$ cat src/rtl/ipg_timer_pkg.sv
package ipg_timer_pkg;

  typedef enum logic [2:0] {
    ST_READY,
    ST_MUL,
    ST_DINIT,
    ST_DIV,
    ST_FIN,
    ST_HOLD
  } gapState_t;

  typedef struct packed {
    logic load;
    logic mulStep;
    logic divInit;
    logic divStep;
    logic setTarget;
    logic cntRun;
  } gapStrobes_t;

endpackage

$ cat src/rtl/ipg_timer_dp.sv
module ipg_timer_dp
  import ipg_timer_pkg::*;
#(
  parameter int LEN_W   = 16,
  parameter int FIELD_W = 8,
  parameter int MIN_GAP = 96
) (
  input  logic                 clk,
  input  logic                 rstN,
  input  gapStrobes_t          strb,
  input  logic [LEN_W-1:0]     frameLen,
  input  logic [FIELD_W-1:0]   stretchMul,
  input  logic [FIELD_W-1:0]   stretchDiv,
  input  logic                 bitTick,
  output logic                 reachNow,
  output logic                 reachNext
);

  localparam int PROD_W = LEN_W + FIELD_W;
  localparam int DIV_W  = FIELD_W + 1;
  localparam logic [PROD_W-1:0] MIN_V = PROD_W'(MIN_GAP);
  localparam logic [PROD_W-1:0] CNT_MAX = {PROD_W{1'b1}};

  logic [FIELD_W-1:0] mulR;
  logic [DIV_W-1:0]   divR;
  logic [PROD_W-1:0]  addend;
  logic [PROD_W-1:0]  acc;
  logic [PROD_W-1:0]  quo;
  logic [DIV_W-1:0]   rem;
  logic [PROD_W-1:0]  target;
  logic [PROD_W-1:0]  gapCnt;
  logic [DIV_W:0]     remShift;
  logic [PROD_W:0]    cntPlus;

  assign remShift = {rem, quo[PROD_W-1]};
  assign cntPlus  = {1'b0, gapCnt} + 1'b1;

  // multiplier: shift-add over the multiplier bits
  always_ff @(posedge clk) begin
    if (!rstN) begin
      mulR   <= '0;
      divR   <= DIV_W'(1);
      addend <= '0;
      acc    <= '0;
    end else if (strb.load) begin
      mulR   <= stretchMul;
      divR   <= {1'b0, stretchDiv} + 1'b1;
      addend <= {{FIELD_W{1'b0}}, frameLen};
      acc    <= '0;
    end else if (strb.mulStep) begin
      if (mulR[0]) acc <= acc + addend;
      addend <= addend << 1;
      mulR   <= mulR >> 1;
    end
  end

  // restoring divider, quotient bits shift into the dividend register
  always_ff @(posedge clk) begin
    if (!rstN) begin
      quo <= '0;
      rem <= '0;
    end else if (strb.divInit) begin
      quo <= acc;
      rem <= '0;
    end else if (strb.divStep) begin
      if (remShift >= {1'b0, divR}) begin
        rem <= DIV_W'(remShift - {1'b0, divR});
        quo <= {quo[PROD_W-2:0], 1'b1};
      end else begin
        rem <= remShift[DIV_W-1:0];
        quo <= {quo[PROD_W-2:0], 1'b0};
      end
    end
  end

  // gap target with floor
  always_ff @(posedge clk) begin
    if (!rstN) begin
      target <= MIN_V;
    end else if (strb.load) begin
      target <= MIN_V;
    end else if (strb.setTarget) begin
      target <= (quo < MIN_V) ? MIN_V : quo;
    end
  end

  // saturating bit-time counter
  always_ff @(posedge clk) begin
    if (!rstN) begin
      gapCnt <= '0;
    end else if (strb.load) begin
      gapCnt <= '0;
    end else if (strb.cntRun && bitTick && gapCnt != CNT_MAX) begin
      gapCnt <= cntPlus[PROD_W-1:0];
    end
  end

  assign reachNow  = (gapCnt >= target);
  assign reachNext = bitTick && (cntPlus >= {1'b0, target});

  assert_target_floor_R5: assert property (@(posedge clk) disable iff (!rstN)
    target >= MIN_V)
    else $error("gap target below minimum");

  assert_cfg_held_R6: assert property (@(posedge clk) disable iff (!rstN)
    !strb.load |=> $stable(divR))
    else $error("divisor changed without frame end");

endmodule

$ cat src/rtl/ipg_timer_ctrl.sv
module ipg_timer_ctrl
  import ipg_timer_pkg::*;
#(
  parameter int MUL_W  = 8,
  parameter int PROD_W = 24
) (
  input  logic        clk,
  input  logic        rstN,
  input  logic        frameEnd,
  input  logic        stretchEn,
  input  logic        reachNow,
  input  logic        reachNext,
  output gapStrobes_t strb,
  output logic        txReady
);

  localparam int STEP_W = $clog2(PROD_W + 1);
  localparam logic [STEP_W-1:0] MUL_LAST = STEP_W'(MUL_W - 1);
  localparam logic [STEP_W-1:0] DIV_LAST = STEP_W'(PROD_W - 1);
  localparam int COMP_LIMIT = MUL_W + PROD_W + 2;
  localparam int CC_W = $clog2(COMP_LIMIT + 2);

  gapState_t state, stateNext;
  logic [STEP_W-1:0] stepCnt, stepNext;

  always_comb begin
    strb      = '0;
    stateNext = state;
    stepNext  = stepCnt;
    if (frameEnd) begin
      strb.load = 1'b1;
      stateNext = stretchEn ? ST_MUL : ST_HOLD;
      stepNext  = '0;
    end else begin
      strb.cntRun = (state != ST_READY);
      case (state)
        ST_MUL: begin
          strb.mulStep = 1'b1;
          if (stepCnt == MUL_LAST) begin
            stateNext = ST_DINIT;
            stepNext  = '0;
          end else begin
            stepNext = stepCnt + 1'b1;
          end
        end
        ST_DINIT: begin
          strb.divInit = 1'b1;
          stateNext    = ST_DIV;
        end
        ST_DIV: begin
          strb.divStep = 1'b1;
          if (stepCnt == DIV_LAST) begin
            stateNext = ST_FIN;
            stepNext  = '0;
          end else begin
            stepNext = stepCnt + 1'b1;
          end
        end
        ST_FIN: begin
          strb.setTarget = 1'b1;
          stateNext      = ST_HOLD;
        end
        ST_HOLD: begin
          if (reachNow || reachNext) stateNext = ST_READY;
        end
        default: stateNext = ST_READY;
      endcase
    end
  end

  always_ff @(posedge clk) begin
    if (!rstN) begin
      state   <= ST_READY;
      stepCnt <= '0;
    end else begin
      state   <= stateNext;
      stepCnt <= stepNext;
    end
  end

  assign txReady = (state == ST_READY);

  // cycles spent computing since the last frame end
  logic [CC_W-1:0] compCycles;
  logic            computing;
  assign computing = (state == ST_MUL) || (state == ST_DINIT) ||
                     (state == ST_DIV) || (state == ST_FIN);

  always_ff @(posedge clk) begin
    if (!rstN || frameEnd) compCycles <= '0;
    else if (computing && compCycles != {CC_W{1'b1}}) compCycles <= compCycles + 1'b1;
  end

  assert_ready_drop_R2: assert property (@(posedge clk) disable iff (!rstN)
    frameEnd |=> !txReady)
    else $error("ready still high after frame end");

  assert_ready_kept_R9: assert property (@(posedge clk) disable iff (!rstN)
    (txReady && !frameEnd) |=> txReady)
    else $error("ready fell without frame end");

  assert_compute_bound_R8: assert property (@(posedge clk) disable iff (!rstN)
    computing |-> compCycles <= CC_W'(COMP_LIMIT))
    else $error("computation exceeded its cycle bound");

endmodule

$ cat src/rtl/ipg_timer.sv
module ipg_timer
  import ipg_timer_pkg::*;
#(
  parameter int LEN_W   = 16,
  parameter int FIELD_W = 8,
  parameter int MIN_GAP = 96
) (
  input  logic               clk,
  input  logic               rstN,
  input  logic               frameEnd,
  input  logic [LEN_W-1:0]   frameLen,
  input  logic               stretchEn,
  input  logic [FIELD_W-1:0] stretchMul,
  input  logic [FIELD_W-1:0] stretchDiv,
  input  logic               bitTick,
  output logic               txReady
);

  localparam int PROD_W = LEN_W + FIELD_W;

  gapStrobes_t strb;
  logic reachNow, reachNext;

  ipg_timer_ctrl #(
    .MUL_W (FIELD_W),
    .PROD_W(PROD_W)
  ) u_ctrl (
    .clk      (clk),
    .rstN     (rstN),
    .frameEnd (frameEnd),
    .stretchEn(stretchEn),
    .reachNow (reachNow),
    .reachNext(reachNext),
    .strb     (strb),
    .txReady  (txReady)
  );

  ipg_timer_dp #(
    .LEN_W  (LEN_W),
    .FIELD_W(FIELD_W),
    .MIN_GAP(MIN_GAP)
  ) u_dp (
    .clk       (clk),
    .rstN      (rstN),
    .strb      (strb),
    .frameLen  (frameLen),
    .stretchMul(stretchMul),
    .stretchDiv(stretchDiv),
    .bitTick   (bitTick),
    .reachNow  (reachNow),
    .reachNext (reachNext)
  );

endmodule

$ cat config.mk
export PLATFORM = sky130hd
export DESIGN_NAME = ipg_timer
export DESIGN_NICKNAME = d
export VERILOG_FILES = /design/src/rtl/ipg_timer_pkg.sv /design/src/rtl/ipg_timer_dp.sv /design/src/rtl/ipg_timer_ctrl.sv /design/src/rtl/ipg_timer.sv
export SDC_FILE = /design/constraint.sdc
export NUM_CORES = 1
export LEC_CHECK = 0
export CORE_ASPECT_RATIO = 0.8
export CORE_MARGIN = 8
export CORE_UTILIZATION = 40
export DETAILED_ROUTE_END_ITERATION = 8
export PLACE_DENSITY_LB_ADDON = 0.2
export REMOVE_ABC_BUFFERS = 1
export SKIP_CTS_REPAIR_TIMING = 1
export SYNTH_ARGS = -nofsm -noshare
export SYNTH_HDL_FRONTEND = slang
export SYNTH_HIERARCHICAL = 1
export SYNTH_SLANG_ARGS = --single-unit
$ cat constraint.sdc
create_clock -name clk -period 6.1 [get_ports clk]
set_input_delay 0.915 -clock clk [delete_from_list [all_inputs] [get_ports clk]]
set_output_delay 0.915 -clock clk [all_outputs]
set_load 0.01 [all_outputs]
After elaboration in Yosys (flattened, before gate mapping)
Cells that the tools add are included.

Add/sub/neg operators: 5. Multiplexer cells: 24. Equality and inequality tests: 11. Bitwise operators: 1. Reductions and logical operators: 14. $lt $le $gt $ge: 4.

Operators with widths (number): 24-bit 2-to-1 mux (3); 16-bit 2-to-1 mux (2); 24-bit by 1-bit adder with 25-bit output (second input constant) (1); 25-bit by 24-bit greater-or-equal comparator with 1-bit output (1); 24-bit adder (1); 24-bit greater-or-equal comparator (1); 24-bit by 7-bit < comparator with 1-bit output (second input constant) (1); 24-bit != test (second input constant) (1); 8-bit 2-to-1 mux (2); 3-bit 2-to-1 mux (5); 5-bit 2-to-1 mux (3); 3-bit case mux with 5 select lines (1); 10-bit by 9-bit greater-or-equal comparator with 1-bit output (1); 5-bit case mux with 2 select lines (1); 8-bit by 1-bit adder with 9-bit output (second input constant) (1); 9-bit 2-to-1 mux (1); 3-bit by 2-bit != test with 1-bit output (second input constant) (3); 9-bit subtractor (1); 3-bit by 2-bit equality test with 1-bit output (second input constant) (2); 3-bit equality test (second input constant) (2); 1-bit 2-to-1 mux (6); 2-bit nonzero test (3); 2-bit OR reduction (3); 5-bit by 1-bit adder with 5-bit output (second input constant) (1); 10 further kinds (12).

Bits of input ports: 37. Word-level logic and storage cells: 70. Output and inout bits: 1. Register bits after elaboration: 154.

Depth between registers and ports, before layout
Depth after elaboration: 7. Mapped depth: 17. Mapped depth without buffers: 17.

Modules after synthesis
The synthesis kept the hierarchy.

Modules (own cells, without submodules): ipg_timer_dp (seq. area each 2922.8 um2, area an instance 9098.7 um2, cells each 1097, times used 1); ipg_timer_ctrl (seq. area each 160.2 um2, area an instance 553.0 um2, cells each 58, times used 1).

Worst setup path after synthesis
No wires, ideal clock.

Path type: flip-flop to flip-flop. Start: register u_dp.gapCnt[0]. End: register u_ctrl.state[0]. Path buffers: 0. Required time: 5.975 ns. Setup time: 0.125 ns. Clock period less this slack: 3.434 ns. Cell stages (with the launch flop): 17. Arrival time: 3.309 ns. Path slack: 2.666 ns. Cells stage by stage: dfxtp_1 -> ha_1 -> and3_4 -> nand4_4 -> nor2_1 -> and3_1 -> nand3_1 -> xnor2_1 -> ha_1 -> nand4_1 -> nor4_1 -> a221o_1 -> a21oi_1 -> a31oi_1 -> nor3b_1 -> and2_1 -> o41a_1.

Cells in the longest elaborated chain, start to end: 6. Elaborated cells on any way between the ends: 7. Those cells by class: add/sub (1); order compare (2); eq/ne (1); reduce/logical (3).

RTL lines: start, declared (line ipg_timer_dp.sv:31) `logic [PROD_W-1:0] gapCnt;`; start signal, assigned (line ipg_timer_dp.sv:94) `gapCnt <= cntPlus[PROD_W-1:0];`; 24-bit by 1-bit adder with 25-bit output (line ipg_timer_dp.sv:36) `assign cntPlus = {1'b0, gapCnt} + 1'b1;`; via u_dp.cntPlus[14] (line ipg_timer_dp.sv:33) `logic [PROD_W:0] cntPlus;`; 25-bit by 24-bit greater-or-equal comparator with 1-bit output (line ipg_timer_dp.sv:99) `assign reachNext = bitTick && (cntPlus >= {1'b0, target});`; 1-bit logical AND (line ipg_timer_dp.sv:99); via reachNext (line ipg_timer.sv:22) `logic reachNow, reachNext;`; 1-bit logical OR (line ipg_timer_ctrl.sv:64) `if (reachNow || reachNext) stateNext = ST_READY;`; 3-bit by 2-bit != test with 1-bit output (no line); 3-bit AND reduction (no line); end signal, assigned (line ipg_timer_ctrl.sv:76) `state <= stateNext;`; end, declared (line ipg_timer_ctrl.sv:23) `gapState_t state, stateNext;`.

The timed path passes the listed nets, and every way through them passes these cells. A chain may end at the register's enable or synchronous reset.

Worst setup path in the final report
Ends and elaborated chain as after synthesis.

==> flow_summary.json <==
{
  "pwr-share-seq_pct": 45.8,
  "regArea_um2": 3080,
  "fp.coreArea_um2": 24000,
  "combPwrFrac_pct": 9.5,
  "final_area_um2": 10800,
  "tns_ns": 0,
  "place_inst": 1458,
  "dp_hpwl_um": 16400,
  "switching_share_pct": 24.8,
  "die_width_um": 190,
  "firstDrtPassIters": 5,
  "io_pins": 38,
  "nets": 1281,
  "placementRows": 51,
  "io_buffers": 37,
  "yosysWarnings": 6,
  "crit_required_ns": 6.41,
  "tightest_slew_ns": 0.961,
  "ys_seq_area_share_pct": 31.9,
  "drcViolationCount": 0,
  "max_freq_mhz": 244,
  "synthFlopType": "dfxtp_1",
  "via_count": 7879,
  "grt_pass1_vias": 7642,
  "path_class": "flop to flop",
  "final_util_pct": 44.9,
  "multi_input_area_um2": 6140,
  "crit_fanout": 6,
  "status": "completed",
  "area_growth_pct": 11.7,
  "rsz0062_at_grt": "false",
  "hold_viol": 0,
  "grtUsageTotal_pct": 15.7,
  "drive_above_1_share_pct": 5.21,
  "slew_headroom_pct": 36.0,
  "totalWireLength_um": 22700,
  "synth_edf_count": 0,
  "worst_slack_ns": 2.01,
  "drtIter0Drc": 446,
  "grt_pass1_wl_um": 38300,
  "die_y_um": 155,
  "hp-class": "flop to flop",
  "async_flop_share_pct": 0,
  "antenna_found_initial": 0,
  "numCtsBuffers": 17,
  "clk_latency_ns": 0.43,
  "grt_max_degree": 75,
  "synth_cells": 1155,
  "gp_routability_congestion": 0.831,
  "cp-end-kind": "flop",
  "synth_cell_types": 71,
  "viasPerCell": 5.29,
  "synth-seq-cells": 154,
  "setup_violations": 0,
  "skew_ns": 0.00921,
  "fin_crit_sh_pct": 67.1,
  "switching_power_mw": 0.566,
  "initial_core_util_pct": 40.2,
  "cts_buffer_depth": 2,
  "netlist_area_um2": 9650,
  "max_cap_viol_count": 0,
  "final_cells": 1489,
  "fin_total_pwr_mw": 2.28,
  "pre_cts_slack_ns": 2.03,
  "fin_hold_ws_ns": 0.483,
  "powerDensity_nw_per_um2": 211,
  "clock-sinks": 154,
  "internal-power_mw": 1.71,
  "ant_nets": 0,
  "placed_area_um2": 10200,
  "n_antenna_cell": 0,
  "clk_pin_slew_worst_paths_ns": 0.06,
  "avgSynthCellArea_um2": 8.36,
  "grt_overflow": 0,
  "crit_path_start_kind": "flop",
  "n_fill_cell": 2432,
  "dieArea_um2": 29400,
  "fin_crit_ns": 4.09,
  "root_buffer": "clkbuf_16",
  "tritoncts": "done",
  "p_clk_share_pct": 44.7,
  "leakage_nw": 4.22,
  "crit_arrival_ns": 4.41,
  "slew_violations": 0,
  "wl_per_cell_um": 15.2,
  "h-tree-depth": 4,
  "ir_drop_mv": 0.167
}
## area by class of cell
class                           count  area share [%]
Timing Repair Buffer               45            3.90
Clock buffer                       20            4.33
Inverter                           47            1.64
Tap cell                          318            3.69
Multi-Input combinational cell    894            56.9
Sequential cell                   154            28.6
Clock inverter                     11           0.906
## final timing paths
path	from	endpoint	slack, ns	cells past startpoint
setup / recovery	u_dp/gapCnt[0]	u_ctrl/state[0]	2.01	16
hold / removal	u_dp/divR[6]	u_dp/divR[6]	0.48	1
setup reg to reg	u_dp/gapCnt[0]	u_ctrl/state[0]	2.01	16
hold reg to reg	u_dp/divR[6]	u_dp/divR[6]	0.48	1
## flip-flops by register name, summed over array words and instances, names as in the netlist
register,cells
u_dp/acc,24
u_dp/addend,24
u_dp/gapCnt,24
u_dp/quo,24
u_dp/target,24
u_dp/divR,9
u_dp/rem,9
u_dp/mulR,8
u_ctrl/stepCnt,5
u_ctrl/state,3
## power groups by stage
| stage | Combinational, mW | Clock (mW) | Sequential, mW |
|---|---|---|---|
| floorplan | 0.141 | 0 | 1.06 |
| global placement | 0.217 | 0 | 1.07 |
| detailed placement | 0.217 | 0 | 1.07 |
| CTS | 0.218 | 1.05 | 1.04 |
| global route | 0.241 | 1.09 | 1.05 |
| finish | 0.216 | 1.02 | 1.04 |
## kinds of logic after synthesis
kind of cell | Yosys count | synth area share (%)
buffers and inverters | 107 | 4.68
muxes | 81 | 8.43
adders and majority gates | 85 | 11.2
xor gates and xnor gates | 66 | 5.99
DFF | 154 | 31.9
AOI/OAI and AO/OA | 255 | 16.5
and+or+nand+nor | 407 | 21.3
## critical path, cell delays in order, from the launching register on
cell,delay (ns)
dfxtp_1,0.44
ha_1,0.24
and3_4,0.24
nand4_4,0.16
nor3_1,0.34
nand2_1,0.20
nor2_1,0.16
xor2_1,0.10
ha_1,0.31
nand4_1,0.12
nor4_1,0.43
a221o_1,0.23
a21oi_1,0.05
a31oi_1,0.27
nor3b_1,0.12
and2_1,0.19
o41a_1,0.39
## synth_stat cells, types with 8 or more instances
cell | count | area share, %
nand3_1 | 34 | 1.8
xnor2_1 | 31 | 2.8
mux2i_1 | 79 | 8.2
inv_1 | 47 | 1.8
a21o_1 | 15 | 1.2
nor3_1 | 20 | 1.0
ha_1 | 83 | 11
nor2_1 | 84 | 3.3
nand2_1 | 128 | 5.0
o21a_1 | 11 | 0.86
clkbuf_1 | 41 | 1.6
and2_1 | 51 | 3.3
buf_1 | 8 | 0.31
xor2_1 | 35 | 3.2
a21oi_1 | 72 | 3.7
nor2b_1 | 15 | 0.97
or3_1 | 12 | 0.78
o21ai_0 | 89 | 4.6
nand4_1 | 17 | 1.1
dfxtp_1 | 154 | 32
## layer usage
layer	GRT usage [%]	vias up	routed length [um]
li1	-	4086	-
met2	24.4	96	9860
met5	0	-	0
met1	21.9	3678	11900
met4	4.09	0	237
met3	3.13	19	675
## placed cells by master, fill, tap and decap left out, types with 4 or more instances in the layout
master and instances:
clkbuf_16 17, nand3_1 34, dfxtp_1 154, a21o_1 15
nor3_1 20, ha_1 83, a22o_1 6, nand2b_1 6
inv_1 47, and2_1 50, a21oi_1 72, mux2i_1 79
o211a_1 7, nor4_1 7, a221oi_1 4, clkinv_2 4
nor3b_1 4, nor2b_1 15, a31oi_1 4, a211oi_1 5
xnor2_1 31, nand4_1 17, and3_1 7, nor2_1 84
nand2_1 128, xor2_1 35, a2bb2oi_1 5, clkdlybuf4s50_1 35
o21ai_0 89, or3_1 12, clkinvlp_4 4, buf_4 8
o211ai_1 5, o21a_1 11
(Power assumes the default switching activity.)
